==> src/rtl/serport_pkg.sv <==
package serport_pkg;
  localparam int OVS     = 16;
  localparam int OVS_W   = $clog2(OVS);
  localparam int FRAME_W = 12;

  localparam logic [5:0] OFS_LSR_CLR = 6'h00;
  localparam logic [5:0] OFS_LSR_SET = 6'h04;
  localparam logic [5:0] OFS_HS_CLR  = 6'h08;
  localparam logic [5:0] OFS_HS_SET  = 6'h0C;
  localparam logic [5:0] OFS_DIV_HI  = 6'h10;
  localparam logic [5:0] OFS_DIV_LO  = 6'h14;
  localparam logic [5:0] OFS_CTRL    = 6'h18;
  localparam logic [5:0] OFS_RXCMD   = 6'h1C;
  localparam logic [5:0] OFS_TXCMD   = 6'h20;
  localparam logic [5:0] OFS_DATA    = 6'h24;

  typedef struct packed {
    logic       txLoad;
    logic [7:0] txByte;
  } ctlStrobe_t;

  typedef struct packed {
    logic       rxDone;
    logic [7:0] rxByte;
    logic       rxFe;
    logic       rxPe;
    logic       rxBrk;
    logic       holdEmpty;
    logic       shiftEmpty;
  } dpEvent_t;

  // Whole frame, start bit at position 0, unused upper positions high.
  function automatic logic [FRAME_W-1:0] buildFrame(input logic [7:0] d, input logic eight,
                                                    input logic parEn, input logic parOdd);
    logic [FRAME_W-1:0] f;
    logic [7:0] dm;
    dm = eight ? d : {1'b0, d[6:0]};
    f = '1;
    f[0] = 1'b0;
    f[8:1] = dm;
    if (!eight) f[8] = 1'b1;
    if (parEn) begin
      if (eight) f[9] = (^dm) ^ parOdd;
      else       f[8] = (^dm) ^ parOdd;
    end
    return f;
  endfunction

  function automatic logic [3:0] frameLen(input logic eight, input logic parEn, input logic twoStop);
    return 4'd9 + {3'b0, eight} + {3'b0, parEn} + {3'b0, twoStop};
  endfunction
endpackage

==> src/rtl/serport_dp.sv <==
module serport_dp import serport_pkg::*; #(
  parameter int DIV_W = 16
) (
  input  logic             clk,
  input  logic             rstN,
  input  ctlStrobe_t       strobe,
  input  logic             eight,
  input  logic             parEn,
  input  logic             parOdd,
  input  logic             twoStop,
  input  logic             loopMode,
  input  logic             rxEn,
  input  logic             txEn,
  input  logic             txBreak,
  input  logic [DIV_W-1:0] divisor,
  input  logic             rxdPin,
  output logic             txdPin,
  output dpEvent_t         evt
);
  localparam logic [OVS_W-1:0] OVS_LAST  = OVS_W'(OVS - 1);
  localparam logic [OVS_W-1:0] HALF_LAST = OVS_W'(OVS / 2 - 1);

  logic [DIV_W-1:0] divCnt;
  logic tick;
  assign tick = (divCnt >= divisor);
  always_ff @(posedge clk or negedge rstN)
    if (!rstN) divCnt <= '0;
    else       divCnt <= tick ? '0 : divCnt + 1'b1;

  // Transmit path
  logic [7:0]         holdReg;
  logic               holdFull, txBusy;
  logic [FRAME_W-1:0] txShift;
  logic [3:0]         txBitsLeft;
  logic [OVS_W-1:0]   txTick;
  logic               startTx, txSerial, rxLine;

  assign startTx = txEn && holdFull && !txBusy;

  always_ff @(posedge clk or negedge rstN) begin
    if (!rstN) begin
      holdReg <= '0; holdFull <= 1'b0; txBusy <= 1'b0;
      txShift <= '1; txBitsLeft <= '0; txTick <= '0;
    end else begin
      if (startTx) holdFull <= 1'b0;
      if (strobe.txLoad) begin
        holdReg  <= strobe.txByte;
        holdFull <= 1'b1;
      end
      if (startTx) begin
        txShift    <= buildFrame(holdReg, eight, parEn, parOdd);
        txBitsLeft <= frameLen(eight, parEn, twoStop);
        txTick     <= '0;
        txBusy     <= 1'b1;
      end else if (txBusy && tick) begin
        if (txTick == OVS_LAST) begin
          txShift    <= {1'b1, txShift[FRAME_W-1:1]};
          txTick     <= '0;
          txBitsLeft <= txBitsLeft - 1'b1;
          if (txBitsLeft == 4'd1) txBusy <= 1'b0;
        end else begin
          txTick <= txTick + 1'b1;
        end
      end
    end
  end

  assign txSerial = txBreak ? 1'b0 : (txBusy ? txShift[0] : 1'b1);
  assign txdPin   = loopMode ? 1'b1 : txSerial;
  assign rxLine   = loopMode ? txSerial : rxdPin;

  // Receive path
  typedef enum logic [1:0] {RX_HUNT, RX_IDLE, RX_START, RX_DATA} rxState_t;
  rxState_t         rxState;
  logic [OVS_W-1:0] rxTick;
  logic [3:0]       rxIdx, nSamp;
  logic [10:0]      rxSamp;
  logic             rxDoneQ;

  assign nSamp = 4'd8 + {3'b0, eight} + {3'b0, parEn};

  always_ff @(posedge clk or negedge rstN) begin
    if (!rstN) begin
      rxState <= RX_HUNT; rxTick <= '0; rxIdx <= '0; rxSamp <= '0; rxDoneQ <= 1'b0;
    end else begin
      rxDoneQ <= 1'b0;
      if (!rxEn) rxState <= RX_HUNT;
      else if (tick) begin
        unique case (rxState)
          RX_HUNT: if (rxLine) rxState <= RX_IDLE;
          RX_IDLE: if (!rxLine) begin rxState <= RX_START; rxTick <= OVS_W'(1); end
          RX_START:
            if (rxLine) rxState <= RX_IDLE;
            else if (rxTick == HALF_LAST) begin
              rxState <= RX_DATA; rxTick <= '0; rxIdx <= '0; rxSamp <= '0;
            end else rxTick <= rxTick + 1'b1;
          RX_DATA:
            if (rxTick == OVS_LAST) begin
              rxSamp[rxIdx] <= rxLine;
              rxTick <= '0;
              if (rxIdx == nSamp - 4'd1) begin rxState <= RX_HUNT; rxDoneQ <= 1'b1; end
              else rxIdx <= rxIdx + 1'b1;
            end else rxTick <= rxTick + 1'b1;
          default: rxState <= RX_HUNT;
        endcase
      end
    end
  end

  logic [7:0] rxData;
  logic       parBit, stopBit;
  assign rxData  = eight ? rxSamp[7:0] : {1'b0, rxSamp[6:0]};
  assign parBit  = eight ? rxSamp[8] : rxSamp[7];
  assign stopBit = rxSamp[nSamp - 4'd1];

  always_comb begin
    evt.rxDone     = rxDoneQ;
    evt.rxByte     = rxData;
    evt.rxBrk      = (rxSamp == '0);
    evt.rxFe       = !stopBit && !evt.rxBrk;
    evt.rxPe       = parEn && (parBit != ((^rxData) ^ parOdd));
    evt.holdEmpty  = !holdFull;
    evt.shiftEmpty = !txBusy;
  end
endmodule

==> src/rtl/serport_ctl.sv <==
module serport_ctl import serport_pkg::*; #(
  parameter int DIV_W = 16
) (
  input  logic             clk,
  input  logic             rstN,
  input  logic             wrEn,
  input  logic             rdEn,
  input  logic [5:0]       addr,
  input  logic [7:0]       wrData,
  output logic [7:0]       rdData,
  input  logic             dsrIn,
  input  logic             ctsIn,
  input  dpEvent_t         evt,
  output ctlStrobe_t       strobe,
  output logic [7:0]       ctrlReg,
  output logic [7:0]       rxCmdReg,
  output logic [7:0]       txCmdReg,
  output logic [7:0]       lsrView,
  output logic [DIV_W-1:0] divisor,
  output logic             irq
);
  logic [7:0] divHi, divLo, rxBuf;
  logic [4:0] sticky;          // {ready, framing, overrun, parity, break}
  logic [1:0] hsChg;           // {dsr change, cts change}
  logic       dsrQ, ctsQ;
  logic       goodEv, newByte, dataRd;
  logic [4:0] hwSet, swClr, swSet;

  assign goodEv  = evt.rxDone && !evt.rxBrk;
  assign newByte = goodEv && !sticky[4];
  assign dataRd  = rdEn && addr == OFS_DATA;
  assign hwSet   = {newByte, goodEv && evt.rxFe, goodEv && sticky[4],
                    goodEv && evt.rxPe, evt.rxDone && evt.rxBrk};
  assign swClr   = (wrEn && addr == OFS_LSR_CLR) ? wrData[7:3] : 5'b0;
  assign swSet   = (wrEn && addr == OFS_LSR_SET) ? wrData[7:3] : 5'b0;

  always_ff @(posedge clk or negedge rstN) begin
    if (!rstN) begin
      divHi <= '0; divLo <= '0; ctrlReg <= '0; rxCmdReg <= '0; txCmdReg <= '0;
      rxBuf <= '0; sticky <= '0; hsChg <= '0; dsrQ <= 1'b0; ctsQ <= 1'b0;
    end else begin
      if (wrEn) begin
        unique case (addr)
          OFS_DIV_HI: divHi    <= wrData;
          OFS_DIV_LO: divLo    <= wrData;
          OFS_CTRL:   ctrlReg  <= wrData;
          OFS_RXCMD:  rxCmdReg <= wrData;
          OFS_TXCMD:  txCmdReg <= wrData;
          default: ;
        endcase
      end
      if (newByte) rxBuf <= evt.rxByte;
      sticky <= ((sticky & ~swClr & ~{dataRd, 4'b0}) | swSet | hwSet);
      dsrQ <= dsrIn;
      ctsQ <= ctsIn;
      hsChg <= (hsChg & ~((wrEn && addr == OFS_HS_CLR) ? wrData[1:0] : 2'b0))
             | ((wrEn && addr == OFS_HS_SET) ? wrData[1:0] : 2'b0)
             | {dsrIn ^ dsrQ, ctsIn ^ ctsQ};
    end
  end

  assign lsrView = {sticky, evt.holdEmpty, evt.shiftEmpty, 1'b0};
  assign divisor = DIV_W'({divHi, divLo});

  always_comb begin
    strobe.txLoad = ctrlReg[7] ? goodEv : (wrEn && addr == OFS_DATA);
    strobe.txByte = ctrlReg[7] ? evt.rxByte : wrData;
  end

  assign irq = (rxCmdReg[6:5] == 2'b01 && sticky[4])
            || (rxCmdReg[4] && |sticky[3:0])
            || (txCmdReg[6:5] == 2'b01 && txCmdReg[4] && evt.holdEmpty);

  always_comb begin
    unique case (addr)
      OFS_LSR_CLR, OFS_LSR_SET: rdData = lsrView;
      OFS_HS_CLR, OFS_HS_SET:   rdData = {dsrIn, ctsIn, 4'b0, hsChg};
      OFS_DIV_HI: rdData = divHi;
      OFS_DIV_LO: rdData = divLo;
      OFS_CTRL:   rdData = ctrlReg;
      OFS_RXCMD:  rdData = rxCmdReg;
      OFS_TXCMD:  rdData = txCmdReg;
      OFS_DATA:   rdData = rxBuf;
      default:    rdData = 8'h00;
    endcase
  end
endmodule

==> src/rtl/serport_top.sv <==
module serport_top import serport_pkg::*; #(
  parameter int DIV_W = 16
) (
  input  logic       clk,
  input  logic       rstN,
  input  logic       busWrEn,
  input  logic       busRdEn,
  input  logic [5:0] busAddr,
  input  logic [7:0] busWrData,
  output logic [7:0] busRdData,
  input  logic       rxd,
  output logic       txd,
  input  logic       dsrIn,
  input  logic       ctsIn,
  output logic       dtrOut,
  output logic       rtsOut,
  output logic       irq
);
  ctlStrobe_t       strobe;
  dpEvent_t         evt;
  logic [7:0]       ctrlReg, rxCmdReg, txCmdReg, lsrView;
  logic [DIV_W-1:0] divisor;

  serport_ctl #(.DIV_W(DIV_W)) u_ctl (
    .clk(clk), .rstN(rstN), .wrEn(busWrEn), .rdEn(busRdEn), .addr(busAddr),
    .wrData(busWrData), .rdData(busRdData), .dsrIn(dsrIn), .ctsIn(ctsIn),
    .evt(evt), .strobe(strobe), .ctrlReg(ctrlReg), .rxCmdReg(rxCmdReg),
    .txCmdReg(txCmdReg), .lsrView(lsrView), .divisor(divisor), .irq(irq));

  serport_dp #(.DIV_W(DIV_W)) u_dp (
    .clk(clk), .rstN(rstN), .strobe(strobe), .eight(ctrlReg[3]), .parEn(ctrlReg[2]),
    .parOdd(ctrlReg[1]), .twoStop(ctrlReg[0]), .loopMode(ctrlReg[6]),
    .rxEn(rxCmdReg[7]), .txEn(txCmdReg[7]), .txBreak(txCmdReg[1]),
    .divisor(divisor), .rxdPin(rxd), .txdPin(txd), .evt(evt));

  assign dtrOut = ctrlReg[5];
  assign rtsOut = ctrlReg[4];
endmodule

==> config.mk <==
export PLATFORM = sky130hd
export DESIGN_NAME = serport_top
export DESIGN_NICKNAME = d
export VERILOG_FILES = /design/src/rtl/serport_pkg.sv /design/src/rtl/serport_dp.sv /design/src/rtl/serport_ctl.sv /design/src/rtl/serport_top.sv
export SDC_FILE = /design/constraint.sdc
export NUM_CORES = 1
export LEC_CHECK = 0
export BUFFER_PORTS_ARGS = -buffer_cell sky130_fd_sc_hd__buf_2
export CAP_MARGIN = 20
export CORE_MARGIN = 2
export CORE_UTILIZATION = 40
export DETAILED_ROUTE_END_ITERATION = 7
export PLACE_DENSITY = 0.55
export SLEW_MARGIN = 20
export SYNTH_ARGS = -nofsm -noshare
export SYNTH_HDL_FRONTEND = slang
export SYNTH_SLANG_ARGS = --single-unit
==> constraint.sdc <==
create_clock -name clk -period 5 [get_ports clk]
set_clock_uncertainty 0.05 [all_clocks]
set_input_delay 0.25 -clock clk [delete_from_list [all_inputs] [get_ports clk]]
set_output_delay 0.25 -clock clk [all_outputs]
set_load 0.05 [all_outputs]
# Yosys cells after proc, flatten, opt, wreduce, memory -nomap -nowiden
# Cells that the tools add are included.
[totals]
register_bits = 125
wordCells = 203
[op_classes]
muxes = 67
eq_ne = 31
add_sub_neg = 11
n_bitwise = 14
reduce_logical = 54
n_lt_le_gt_ge = 4
[ops]
columns = ["operator", "count"]
rows = [
  ["case mux 8 bit (8 select lines)", 1],
  ["two-way mux 4 bit", 14],
  ["two-way mux 12 bit", 3],
  ["two-way mux 11 bit", 3],
  ["equality test 6 x 5 -> 1 bit (second input constant)", 4],
  ["two-way mux 8 bit", 3],
  ["logical AND 1 bit", 22],
  ["two-way mux 1 bit", 22],
  ["two-way mux 2 bit", 11],
  ["case mux 11 bit (2 select lines)", 1],
  ["adder 16 x 1 -> 16 bit (second input constant)", 1],
  [">= comparator 16 bit", 1],
  ["two-way mux 16 bit", 1],
  ["XOR reduction 8 bit", 2],
  ["adder 4 x 1 -> 4 bit", 3],
  ["adder 4 x 1 -> 4 bit (second input constant)", 3],
  ["equality test 6 x 4 -> 1 bit (second input constant)", 2],
  ["equality test 6 bit (second input constant)", 2],
  ["case mux 4 bit (3 select lines)", 1],
  ["AND reduction 2 bit", 6],
  ["AND reduction 6 bit", 2],
  ["bitwise mux 11 bit", 1],
  ["logical NOT 11 bit", 1],
  ["bitwise AND 5 bit", 2],
  ["other kinds (39)", 69],
]

# Logic depth before layout (Yosys ltp)
# Gate-level depths: netlist of run 1.
[logic_depth]
word_depth = 9
depth_mapped = 10

# Hierarchy
# From an unflattened synthesis of run 1, not the netlist that was laid out.
[hier_totals]
hier_cells = 679
hier_area_um2 = 7165.6
[by_module_without_submodules]
columns = ["mod", "cells_each", "seq_area_each_um2", "instances", "area_each_um2"]
rows = [
  ["serport_dp", 463, 1664.1, 1, 4264.1],
  ["serport_ctl", 216, 1426.4, 1, 2901.5],
]

# Worst setup path before layout of run 1
# OpenSTA, ideal clock, no wires.
[synth_path]
path_kind = "reg-to-reg"
from = "register u_ctl.divHi[5]"
to = "register u_dp.rxState[0]"
path_stages_with_launch = 11
n_path_buf = 2
synth_period_minus_slack_ps = 2324
arrival_time_ps = 2126
slack_ps = 2676
required_ps = 4802
cell_sequence = "dfrtp_1 inv_1 ha_1 a21o_1 a21o_1 a2111o_1 or2_1 buf_6 buf_8 a21oi_1 a311oi_2"
[synth_via]
elab_chain_len = 3
[synth_lines]
columns = ["element", "line", "rtl"]
rows = [
  ["start: declaration", "serport_ctl.sv:22", "logic [7:0] divHi, divLo, rxBuf;"],
  ["start signal: assignment", "serport_ctl.sv:44", "OFS_DIV_HI: divHi <= wrData;"],
  [">= comparator 16 bit", "serport_dp.sv:25", "assign tick = (divCnt >= divisor);"],
  ["!= test 2 x 1 -> 1 bit (no source line)", "n/a", ""],
  ["AND reduction 6 bit (no source line)", "n/a", ""],
  ["end signal: assignment", "serport_dp.sv:84", "rxState <= RX_HUNT; rxTick <= '0; rxIdx <= '0; rxSamp <= '0; rxDoneQ <= 1'b0;"],
  ["end signal: assignment", "serport_dp.sv:87", "if (!rxEn) rxState <= RX_HUNT;"],
  ["end signal: assignment", "serport_dp.sv:90", "RX_HUNT: if (rxLine) rxState <= RX_IDLE;"],
  ["end: declaration", "serport_dp.sv:74", "rxState_t rxState;"],
]
# No other way between the ends.
# A chain may end at the register's enable or synchronous reset.

# Worst setup path in the final report of run 1
[layout_path]
from = "register u_ctl.divHi[5]"
to = "register u_dp.txTick[0]"
[layout_via]
elab_chain_len = 3
[layout_lines]
columns = ["element", "line", "rtl"]
rows = [
  [">= comparator 16 bit", "serport_dp.sv:25", ""],
  ["logical AND 1 bit", "serport_dp.sv:55", "end else if (txBusy && tick) begin"],
  ["nonzero test 2 bit (no source line)", "n/a", ""],
  ["end signal: assignment", "serport_dp.sv:62", "txTick <= txTick + 1'b1;"],
  ["end: declaration", "serport_dp.sv:35", "logic [OVS_W-1:0] txTick;"],
]
# No other way between the ends.

==> results.md, run 1 <==
- Synth-to-layout area growth: 13.8%
- EDFF count, synth: 0
- Clock period minus worst slack: 3.09 ns
- Final setup violation count: 0
- Post-CTS Setup Bufs: 0
- Die Width: 135 µm
- Reg-to-reg startpoint: u_ctl.divHi[5]
- CP startpoint kind: register
- RSZ-0062 raised after global routing: no
- Yosys cell types: 68
- Slew Limit Fails: 0
- Post-Syn Area: 6850 µm²
- Largest net degree at the start of global routing: 68
- Placement Rows: 47
- Slowest-stage cell, CP: or2_1
- TritonCTS clock tree: done
- Die H: 135 µm
- Final TNS setup: 0 ns
- CP Capture Type: register
- Cts repair resizes: 0
- CTS buffer count: 17
- Slew margin rel.: 32.7%
- WL final: 18,400 µm
- PD cells: 413 nW/µm²
- Status: complete, no violations
- Core Area: 16,600 µm²
- Layout cells sized above 1: 18.8%
- Critical path cell sequence: inv_1 > ha_1 > nand4_1 > a211oi_1 > a41o_1 > or2_1 > buf_4 > nand2_1 > a31o_2
- VDD IR-drop max: 0.000203 V
- Area of the multi-input gates: 3460 µm²
- Via Count: 5,478
- Die area: 18,200 µm²
- Top FF cell, synth: dfrtp_1
- Worst path max stage delay: 0.52 ns
- H-tree depth: 4
- Filler cells: 1,589
- Slew @ Worst Pin: 1.01 ns
- Crit Path Category: register to register
- Sequential share of the synthesized area: 45.1%
- Detailed placer's ending HPWL: 13,100 µm
- Fin util: 46.8%
- Layout Nets: 763
- Syn_area_per_cell: 10.1 µm²
- First-pass GRT wire length: 29,700 µm
- I/O Buffers: 32
- Initial core utilization: 41.2%
- Synth Instances: 677
- HP Start: busWrData[1]
- IO Count: 33
- Final ANT Viol Nets: 0
- Maximum clock path buffer count: 2
- Maximum capacitance violations: 0
- Register area: 3090 µm²
- Clock Latency Late Sink: 0.42 ns
- Clock root buffer: clkbuf_16
- Crit path launch: u_ctl.divHi[5]
- Tot Pwr: 0.00322 W
- Async SR Flop Fraction: 100%
- First drt pass iteration count: 5
- Vias in the first global route: 5,373
- Max Fanout on Critical Path: 27
- Hold Fails Final Rpt: 0
- Crit-path leading delay family: simple AND/OR/NAND/NOR gates
- Wire per inst: 19.5 µm
- DRC: 0
- Vias/cell: 5.81
- WP buf/inv: 2
- Synth Register Bits: 123
- Upper clock frequency limit: 324 MHz
- Hold Path Stages: 2
- Worst EP arrival: 3.34 ns
- Mapped Nets: 730
- R2R depth: 9
- R2R Path End: u_dp.txTick[0]
- R2R Setup Slk: 1.91 ns
- DR iter-0 viols: 387
- Hold endpoint: u_ctl.ctrlReg[1]
- Gr ovfl total: 0
- YS warnings: 0
- Final Wtd Congestion: 0.872
- Hold WC Path Type: primary input to register
- Initial antenna violation count: 0
- Clk sinks: 123
- Total track usage: 21.3%
- Diode count: 0
- Final worst-path cycle share: 61.8%
- Leakage Power: 3.50 nW
- WP data required: 5.25 ns
- Worst-path clk slew: 0.06 ns
[kinds of logic (layout without fill, tap and decap cells)]
logic type	after synthesis	count (layout)	share of synthesized area, %
buf+inv	65	111	4.42
simple gates	215	215	15.2
fa+ha+maj	33	33	5.99
flops	123	123	45.1
mux	65	65	10.6
compound gates	142	142	14.4
xor+xnor	34	34	4.35
[how the worst max path moves through the flow]
stage | end | slack, ns | cells after the start
finish | u_dp.txTick[0] | 1.91 | 9
global route | u_dp.txTick[0] | 1.73 | 9
CTS | u_dp.txTick[0] | 1.93 | 9
detailed placement | u_dp.txTick[0] | 1.94 | 9
global placement | u_dp.txTick[0] | 2.11 | 9
floorplan | u_dp.rxState[0] | 2.68 | 10
[repair_timing]
action,CTS,global route
hold buffers,3,0
endpoints found under the setup margin,0,0
endpoints found under the hold margin,68,0
[metrics by stage]
step                      hold WS [ns]  setup WS (ns)  cells  cell area (µm²)
after CTS                        0.151           1.93    943             7790
after global routing             0.158           1.73    943             7790
after global placement           0.350           2.11    908             7170
final                            0.170           1.91    943             7790
after detailed placement         0.352           1.94    908             7170
after floorplan                -0.0956           2.68    677             6850
[metal layers]
layer / part of all wire (%) / vias up / wire (µm) / global-route usage (%)
met4: 2.4 / 0 / 449 / 8.25
li1: - / 2526 / - / -
met3: 4.6 / 23 / 853 / 4.39
met2: 47 / 166 / 8650 / 33.4
met1: 46 / 2763 / 8410 / 28.9
met5: 0 / - / 0 / 0
[state kept, by name, indices dropped and copies added (netlist names), 4 cells and up]
signal,cells
u_dp.divCnt,16
u_dp.rxSamp,11
u_dp.txShift,10
u_ctl.ctrlReg,8
u_ctl.divHi,8
u_ctl.divLo,8
u_ctl.rxBuf,8
u_ctl.rxCmdReg,8
u_ctl.txCmdReg,8
u_dp.holdReg,8
u_ctl.sticky,5
u_dp.rxIdx,4
u_dp.rxTick,4
u_dp.txBitsLeft,4
u_dp.txTick,4
[where the power goes]
group / switching, W / leakage [nW] / internal, W
clock network: 0.000438 / 0.300 / 0.000818
logic: 0.000366 / 1.65 / 0.000260
registers: 0.000164 / 1.55 / 0.00117
[area by class of cell]
type | count | share of cell area, %
clock buffers | 23 | 6.13
clock inverters | 9 | 1.54
inverters | 40 | 1.93
multi-input cells | 489 | 44.4
flip-flops and latches | 123 | 39.6
well taps | 220 | 3.53
repair buffers | 39 | 2.86
[synth_stat cells, drive strengths merged (5+ instances only)]
cell      n  area share [%]
nand2b    5            0.46
a31oi    18             1.6
nand2    50             2.7
nor4      5            0.46
inv      40             2.2
nor2     72             4.3
nand4     7            0.64
xnor2    21             2.7
nor2b     6            0.55
and3      8            0.73
dfstp    10             3.8
mux2     48             7.9
a22oi    13             1.4
dfrtp   113              41
clkbuf   13            0.71
a21o      7            0.77
o21ai    24             1.8
mux2i    16             2.3
nor3      7            0.51
a21oi    28             2.0
ha       32             5.8
buf      12             1.5
a222oi    5            0.73
nand3    39             2.8
xor2     13             1.7
[layout by cell type (no fill, tap or decap), types with 4 or more instances in the layout]
cell type / count
mux2_2: 48
and3_1: 8
clkbuf_16: 17
a222oi_1: 5
buf_4: 5
a21oi_1: 28
nor3_1: 7
a221o_1: 4
nor2b_1: 6
xnor2_1: 21
nor2_1: 67
xor2_1: 13
nor4_1: 5
a22oi_1: 13
mux2i_1: 16
a22o_1: 4
buf_2: 31
a221oi_1: 4
o21ai_0: 22
a31oi_1: 18
dfstp_2: 10
inv_1: 40
nand3_1: 39
a21o_1: 7
o211ai_1: 4
clkinv_2: 6
nand2_1: 50
nand4_1: 7
nor2_2: 4
nand2b_1: 5
ha_1: 32
o22ai_1: 4
dfrtp_1: 113
Note: power is estimated with default switching activity, not from simulation.
==> run 2: changes to the inputs <==
- ABC_AREA: unset -> 1
- clock period: 5 -> 2.9 ns (I/O delays scaled with it)
==> results.md, run 2 <==
- Critical path cell sequence: ha_1 > nand2_1 > inv_1 > o21bai_1 > a21oi_1 > nor2_2 > nand2_8 > nand2_4 > nand2_4 > nand2_8 > nand2_1 > o21ai_2
- DR iter-0 viols: 373 (-3.6%)
- Fin util: 46.5% (-0.31 points)
- Via Count: 6,012 (+9.7%)
- Layout cells sized above 1: 17.0% (-1.8 points)
- Post-CTS Setup Bufs: 0 (unchanged)
- Final setup violation count: 0 (unchanged)
- Comb pwr share: 19.8% (+0.3 points)
- Yosys cell types: 57 (-16%)
- Slowest-stage cell, CP: dfrtp_1
- IO Count: 33 (unchanged)
- Hold endpoint: u_ctl.ctrlReg[5]
- Clock root buffer: clkbuf_16
- Placement Rows: 49 (+4.3%)
- Die Width: 138 µm (+2.6%)
- First-pass GRT wire length: 31,800 µm (+7.1%)
- R2R depth: 12 (+3)
- Clock period minus worst slack: 2.21 ns (-0.881 ns)
- CP startpoint kind: register
- PD cells: 639 nW/µm² (+55%)
- Clock Latency Late Sink: 0.42 ns (about the same)
- Reg-to-reg startpoint: u_dp.divCnt[9]
- Flop pwr share: 39.8% (-1.7 points)
- R2R Path End: u_dp.txShift[0]
- CTS buffer count: 17 (unchanged)
- CP Capture Type: register
- EDFF count, synth: 0 (unchanged)
- Sw frac: 31.8% (+1.7 points)
- Die H: 138 µm (+2.6%)
- Net Sw Power: 0.00169 W (+74%)
- HP Start: busWrData[5]
- Synth Instances: 881 (+30%)
- Synth top area cells: dfrtp_1, nand2_1, ha_1, inv_1, o21ai_1
- Top cell type by total area after synthesis: dfrtp_1
- Sequential share of the synthesized area: 42.8% (-2.3 points)
- Synth-to-layout area growth: 14.9%
- Syn_area_per_cell: 8.20 µm² (-19%)
- Layout Nets: 980 (+28%)
- Synth Register Bits: 123 (unchanged)
- I/O Buffers: 32 (unchanged)
- First drt pass iteration count: 5 (unchanged)
- Largest net degree at the start of global routing: 51 (-25%)
- Worst EP arrival: 2.51 ns (-0.83 ns)
- Vias/cell: 5.14 (-11%)
- Post-synth top area share: 39.2% (-2.1 points)
- Largest register FFs: 16 (unchanged)
- Hold WC Path Type: primary input to register
- H-tree depth: 4 (unchanged)
- WP buf/inv: 1 (-1)
- Hold Fails Final Rpt: 0 (unchanged)
- Commonest cells after routing, fill and taps aside: nand2_1, dfrtp_1, inv_1
- Vias in the first global route: 5,765 (+7.3%)
- Gr ovfl total: 0 (unchanged)
- Initial antenna violation count: 0 (unchanged)
- RSZ-0062 raised after global routing: no
- Mapped Nets: 934 (+28%)
- Core Area: 17,800 µm² (+7.2%)
- Worst-path clk slew: 0.06 ns (about the same)
- Total track usage: 21.0% (-0.24 points)
- Wire per inst: 16.4 µm (-16%)
- Worst path max stage delay: 0.43 ns (-0.09 ns)
- R2R Setup Slk: 0.69 ns (-1.22 ns)
- WL final: 19,100 µm (+4.2%)
- Crit Path Category: register to register
- Async SR Flop Fraction: 100% (unchanged)
- VDD IR-drop max: 0.000457 V (+120%)
- Clk sinks: 123 (unchanged)
- Maximum capacitance violations: 0 (unchanged)
- Commonest cells in the netlist: nand2_1, dfrtp_1, inv_1
- Final Wtd Congestion: 0.863 (-1.0%)
- Top FF cell, synth: dfrtp_1
- Slew Limit Fails: 0 (unchanged)
- Clock Power Share: 40.4% (+1.4 points)
- Die area: 19,100 µm² (+5.3%)
- Detailed placer's ending HPWL: 14,100 µm (+7.7%)
- Hold Path Stages: 3 (+1)
- Final ANT Viol Nets: 0 (unchanged)
- Leading registers by flop count: u_dp.divCnt (16), u_dp.rxSamp (11), u_dp.txShift (10)
- WP data required: 3.20 ns (-2.05 ns)
- Count leader, synth: nand2_1
- Slew margin rel.: 55.2% (+23 points)
- Diode count: 0 (unchanged)
- TritonCTS clock tree: done
- YS warnings: 0 (unchanged)
- Largest Register: u_dp.divCnt
- Status: complete, no violations
- Upper clock frequency limit: 453 MHz (+40%)
- Final TNS setup: 0 ns (unchanged)
- Initial core utilization: 40.5% (-0.68 points)
- Max Fanout on Critical Path: 28 (+3.7%)
- Leakage Power: 3.79 nW (+8.1%)
- Post-Syn Area: 7220 µm² (+5.4%)
- Final worst-path cycle share: 76.2% (+14 points)
- DRC: 0 (unchanged)
- Slew @ Worst Pin: 0.672 ns (-0.335 ns)
- Maximum clock path buffer count: 2 (unchanged)
- Most common cell after layout, fill and taps aside: nand2_1
- Crit-path leading delay family: simple AND/OR/NAND/NOR gates
- Internal power: 0.00362 W (+61%)
[run 2: worst max path at each step]
stage                 startpoint                  to  depth (start not counted)
6_report          u_dp.divCnt[9]     u_dp.txShift[0]                         12
2_1_floorplan  u_ctl.txCmdReg[6]                 irq                          1
5_1_grt           u_ctl.divHi[1]     u_dp.txShift[0]                         13
4_1_cts           u_ctl.divHi[1]     u_dp.txShift[0]                         13
3_5_place_dp      u_ctl.divHi[1]     u_dp.txShift[1]                         13
3_3_place_gp      u_ctl.divLo[7]  u_dp.txBitsLeft[3]                         14
[run 2: cell type report]
type                    count  area [µm²]
inverters                 119         457
multi-input cells         619        3550
flip-flops and latches    123        3090
clock inverters             7        46.3
well taps                 229         287
clock buffers              25         561
fillers                  1743        9540
repair buffers             47         310
[run 2: what timing repair did]
action	4_1_cts	5_1_grt
gates resized for setup	0	0
hold buffers	9	0
endpoints found under the hold margin	51	0
[run 2: logic make-up after synthesis]
logic type,Yosys count,synth area share [%]
and+or+nand+nor,369,24.5
AOI/OAI and AO/OA,197,16.5
buffers and inverters,139,8.06
DFF,123,42.8
adders and majority gates,32,5.54
xor gates and xnor gates,17,2.06
muxes,4,0.572
[run 2: power by group through the flow]
stage | logic (W) | clock network (W) | registers, W
after floorplan | 0.000778 | 0 | 0.00208
after global placement | 0.00104 | 0 | 0.00214
after detailed placement | 0.00104 | 0 | 0.00214
after CTS | 0.00106 | 0.00218 | 0.00211
after global routing | 0.00121 | 0.00226 | 0.00215
final | 0.00105 | 0.00214 | 0.00211
[run 2: worst register-to-register path: stages, from the launching register on]
cell      delay [ns]
dfrtp_1         0.43
ha_1            0.31
nand2_1         0.07
inv_1           0.03
o21bai_1        0.12
a21oi_1         0.09
nor2_2          0.20
nand2_8         0.19
nand2_4         0.18
nand2_4         0.09
nand2_8         0.21
nand2_1         0.11
o21ai_2         0.07
[run 2: metal layers]
layer,wire length (µm),vias up,GRT usage [%],part of all wire [%]
met5,0,-,0,0
met4,469,0,8.86,2.5
met3,823,31,3.19,4.3
met2,8270,132,31.0,43
met1,9580,2814,30.9,50
li1,-,3035,-,-
[run 2: per-stage QoR]
stage | hold slack [ns] | total power, W | cell area (µm²) | setup WS, ns | cells
global placement | 0.183 | 0.00317 | 7600 | 0.764 | 1128
CTS | 0.00469 | 0.00535 | 8300 | 0.687 | 1169
detailed placement | 0.181 | 0.00318 | 7600 | 0.713 | 1128
floorplan | -0.201 | 0.00286 | 7220 | 0.468 | 881
global route | 0.00959 | 0.00562 | 8300 | 0.505 | 1169
finish | 0.0216 | 0.00531 | 8300 | 0.690 | 1169
==> run 3: changes to the inputs <==
- PLACE_DENSITY: 0.55 -> 0.57
- clock period: 2.9 -> 2 ns (I/O delays scaled with it)
==> results.md, run 3 (same netlist as run 2, synthesis figures left out) <==
- Wire per inst: 16.3 µm (-0.61%)
- Leakage Power: 4.05 nW (+7.1%)
- Status: complete, no violations
- Detailed placer's ending HPWL: 14,700 µm (+3.7%)
- H-tree depth: 4 (unchanged)
- Hold Fails Final Rpt: 0 (unchanged)
- Initial antenna violation count: 0 (unchanged)
- Final worst-path cycle share: 98.8% (+23 points)
- IO Count: 33 (unchanged)
- Max Fanout on Critical Path: 5 (-82%)
- Clock root buffer: clkbuf_16
- Setup crit end: u_dp.txBusy
- Reg-to-reg startpoint: u_ctl.divHi[3]
- RSZ-0062 raised after global routing: yes
- Maximum capacitance violations: 0 (unchanged)
- Final setup violation count: 0 (unchanged)
- R2R Path End: u_dp.txBusy
- DR iter-0 viols: 521 (+40%)
- Crit path launch: u_ctl.divHi[3]
- Diode count: 0 (unchanged)
- First drt pass iteration count: 7 (+2)
- Final ANT Viol Nets: 0 (unchanged)
- Worst EP arrival: 2.28 ns (-0.23 ns)
- Upper clock frequency limit: 506 MHz (+12%)
- Hold Path Stages: 5 (+2)
- WHS: 0.0763 ns (+0.0548 ns)
- Clock Latency Late Sink: 0.42 ns (about the same)
- Maximum clock path buffer count: 2 (unchanged)
- Placement Rows: 49 (unchanged)
- First-pass GRT wire length: 32,100 µm (+1.0%)
- Largest Register: u_dp.divCnt
- Vias in the first global route: 5,948 (+3.2%)
- Die area: 19,100 µm² (unchanged)
- TritonCTS clock tree: done
- Die H: 138 µm (unchanged)
- Most common cell after layout, fill and taps aside: nand2_1
- Layout Nets: 1,034 (+5.5%)
- R2R Setup Slk: 0.02 ns (-0.67 ns)
- Gr ovfl total: 0 (unchanged)
- Via Count: 6,313 (+5.0%)
- I/O Buffers: 32 (unchanged)
- Slew margin rel.: 53.2% (-2.0 points)
- Initial core utilization: 40.5% (unchanged)
- Commonest cells after routing, fill and taps aside: nand2_1, dfrtp_1, inv_1
- Final Wtd Congestion: 0.926 (+7.2%)
- CP startpoint kind: register
- Hold WC Path Type: primary input to register
- Slew Limit Fails: 0 (unchanged)
- HP Start: busAddr[1]
- Die Width: 138 µm (unchanged)
- CP Capture Type: register
- Synth-to-layout area growth: 21.8%
- Clk sinks: 123 (unchanged)
- PD cells: 878 nW/µm² (+37%)
- Tot Pwr: 0.00772 W (+46%)
- Largest net degree at the start of global routing: 124 (+140%)
- Leading registers by flop count: u_dp.divCnt (16), u_dp.rxSamp (11), u_dp.txShift (10)
- Crit Path Category: register to register
- R2R depth: 13 (+1)
- DRC: 0 (unchanged)
- Vias/cell: 5.16 (+0.37%)
- Worst-path clk slew: 0.06 ns (about the same)
- Slew @ Worst Pin: 0.702 ns (+0.0294 ns)
- Core Area: 17,800 µm² (unchanged)
- Layout cells sized above 1: 22.8% (+5.8 points)
- Clock period minus worst slack: 1.98 ns (-0.235 ns)
- Total track usage: 21.3% (+0.22 points)
- CTS buffer count: 17 (unchanged)
- VDD IR-drop max: 0.000744 V (+63%)
- WP data required: 2.30 ns (-0.90 ns)
- WL final: 19,900 µm (+4.0%)
- Largest register FFs: 16 (unchanged)
[run 3: layer usage]
metal / up-vias / wire length [µm] / track usage, %
li1: 3144 / - / -
met1: 2979 / 9290 / 29.6
met2: 156 / 9200 / 33.5
met3: 34 / 972 / 4.36
met4: 0 / 429 / 6.61
met5: - / 0 / 0
[run 3: stage by stage]
stage / util (%) / worst slack, ns / cell area [µm²] / cells / TNS (ns)
2_1_floorplan: - / 0.0945 / 7220 / 881 / 0
3_3_place_gp: 44.6 / -0.0206 / 7960 / 1175 / -0.0276
3_5_place_dp: 44.6 / -0.0415 / 7960 / 1175 / -0.154
4_1_cts: 48.4 / 0.00801 / 8640 / 1220 / 0
5_1_grt: 49.3 / -0.0985 / 8790 / 1223 / -2.45
6_report: 49.3 / 0.0247 / 8790 / 1223 / 0
[run 3: worst max-delay path, stage by stage (launching register included)]
cell and delay [ns]:
dfrtp_1 0.35, inv_1 0.07, ha_1 0.31, nand2_2 0.09
o21bai_1 0.11, a21oi_1 0.09, nor2_2 0.23, nand2_8 0.11
nand2_4 0.11, nand2_8 0.08, buf_4 0.16, nand2_1 0.05
nand2_1 0.04, nand2_1 0.05
[run 3: worst min path at each step]
stage                    endpoint
3_3_place_gp           u_ctl.dsrQ
5_1_grt             u_dp.holdFull
4_1_cts             u_dp.holdFull
3_5_place_dp   u_dp.txBitsLeft[3]
6_report           u_ctl.hsChg[0]
2_1_floorplan    u_ctl.ctrlReg[0]
[run 3: where the power goes]
part           total (W)  switching, W  internal, W
combinational    0.00186       0.00115     0.000715
sequential       0.00300      0.000223      0.00277
clock            0.00286       0.00110      0.00176
total            0.00772       0.00247      0.00525
[run 3: layout make-up]
type / count / area (µm²)
Clock buffer: 24 / 472
Inverter: 119 / 459
Timing Repair Buffer: 100 / 731
Fill cell: 1707 / 9050
Multi-Input combinational cell: 620 / 3680
Clock inverter: 8 / 70.1
Sequential cell: 123 / 3090
Tap cell: 229 / 287
[run 3: timing repair]
action / CTS / global route
buffers inserted: 0 / 3
endpoints found under the setup margin: 20 / 62
hold buffers: 12 / 0
gates resized for setup: 3 / 26
cloned: 1 / 0
endpoints found under the hold margin: 141 / 0
pin swaps: 2 / 6
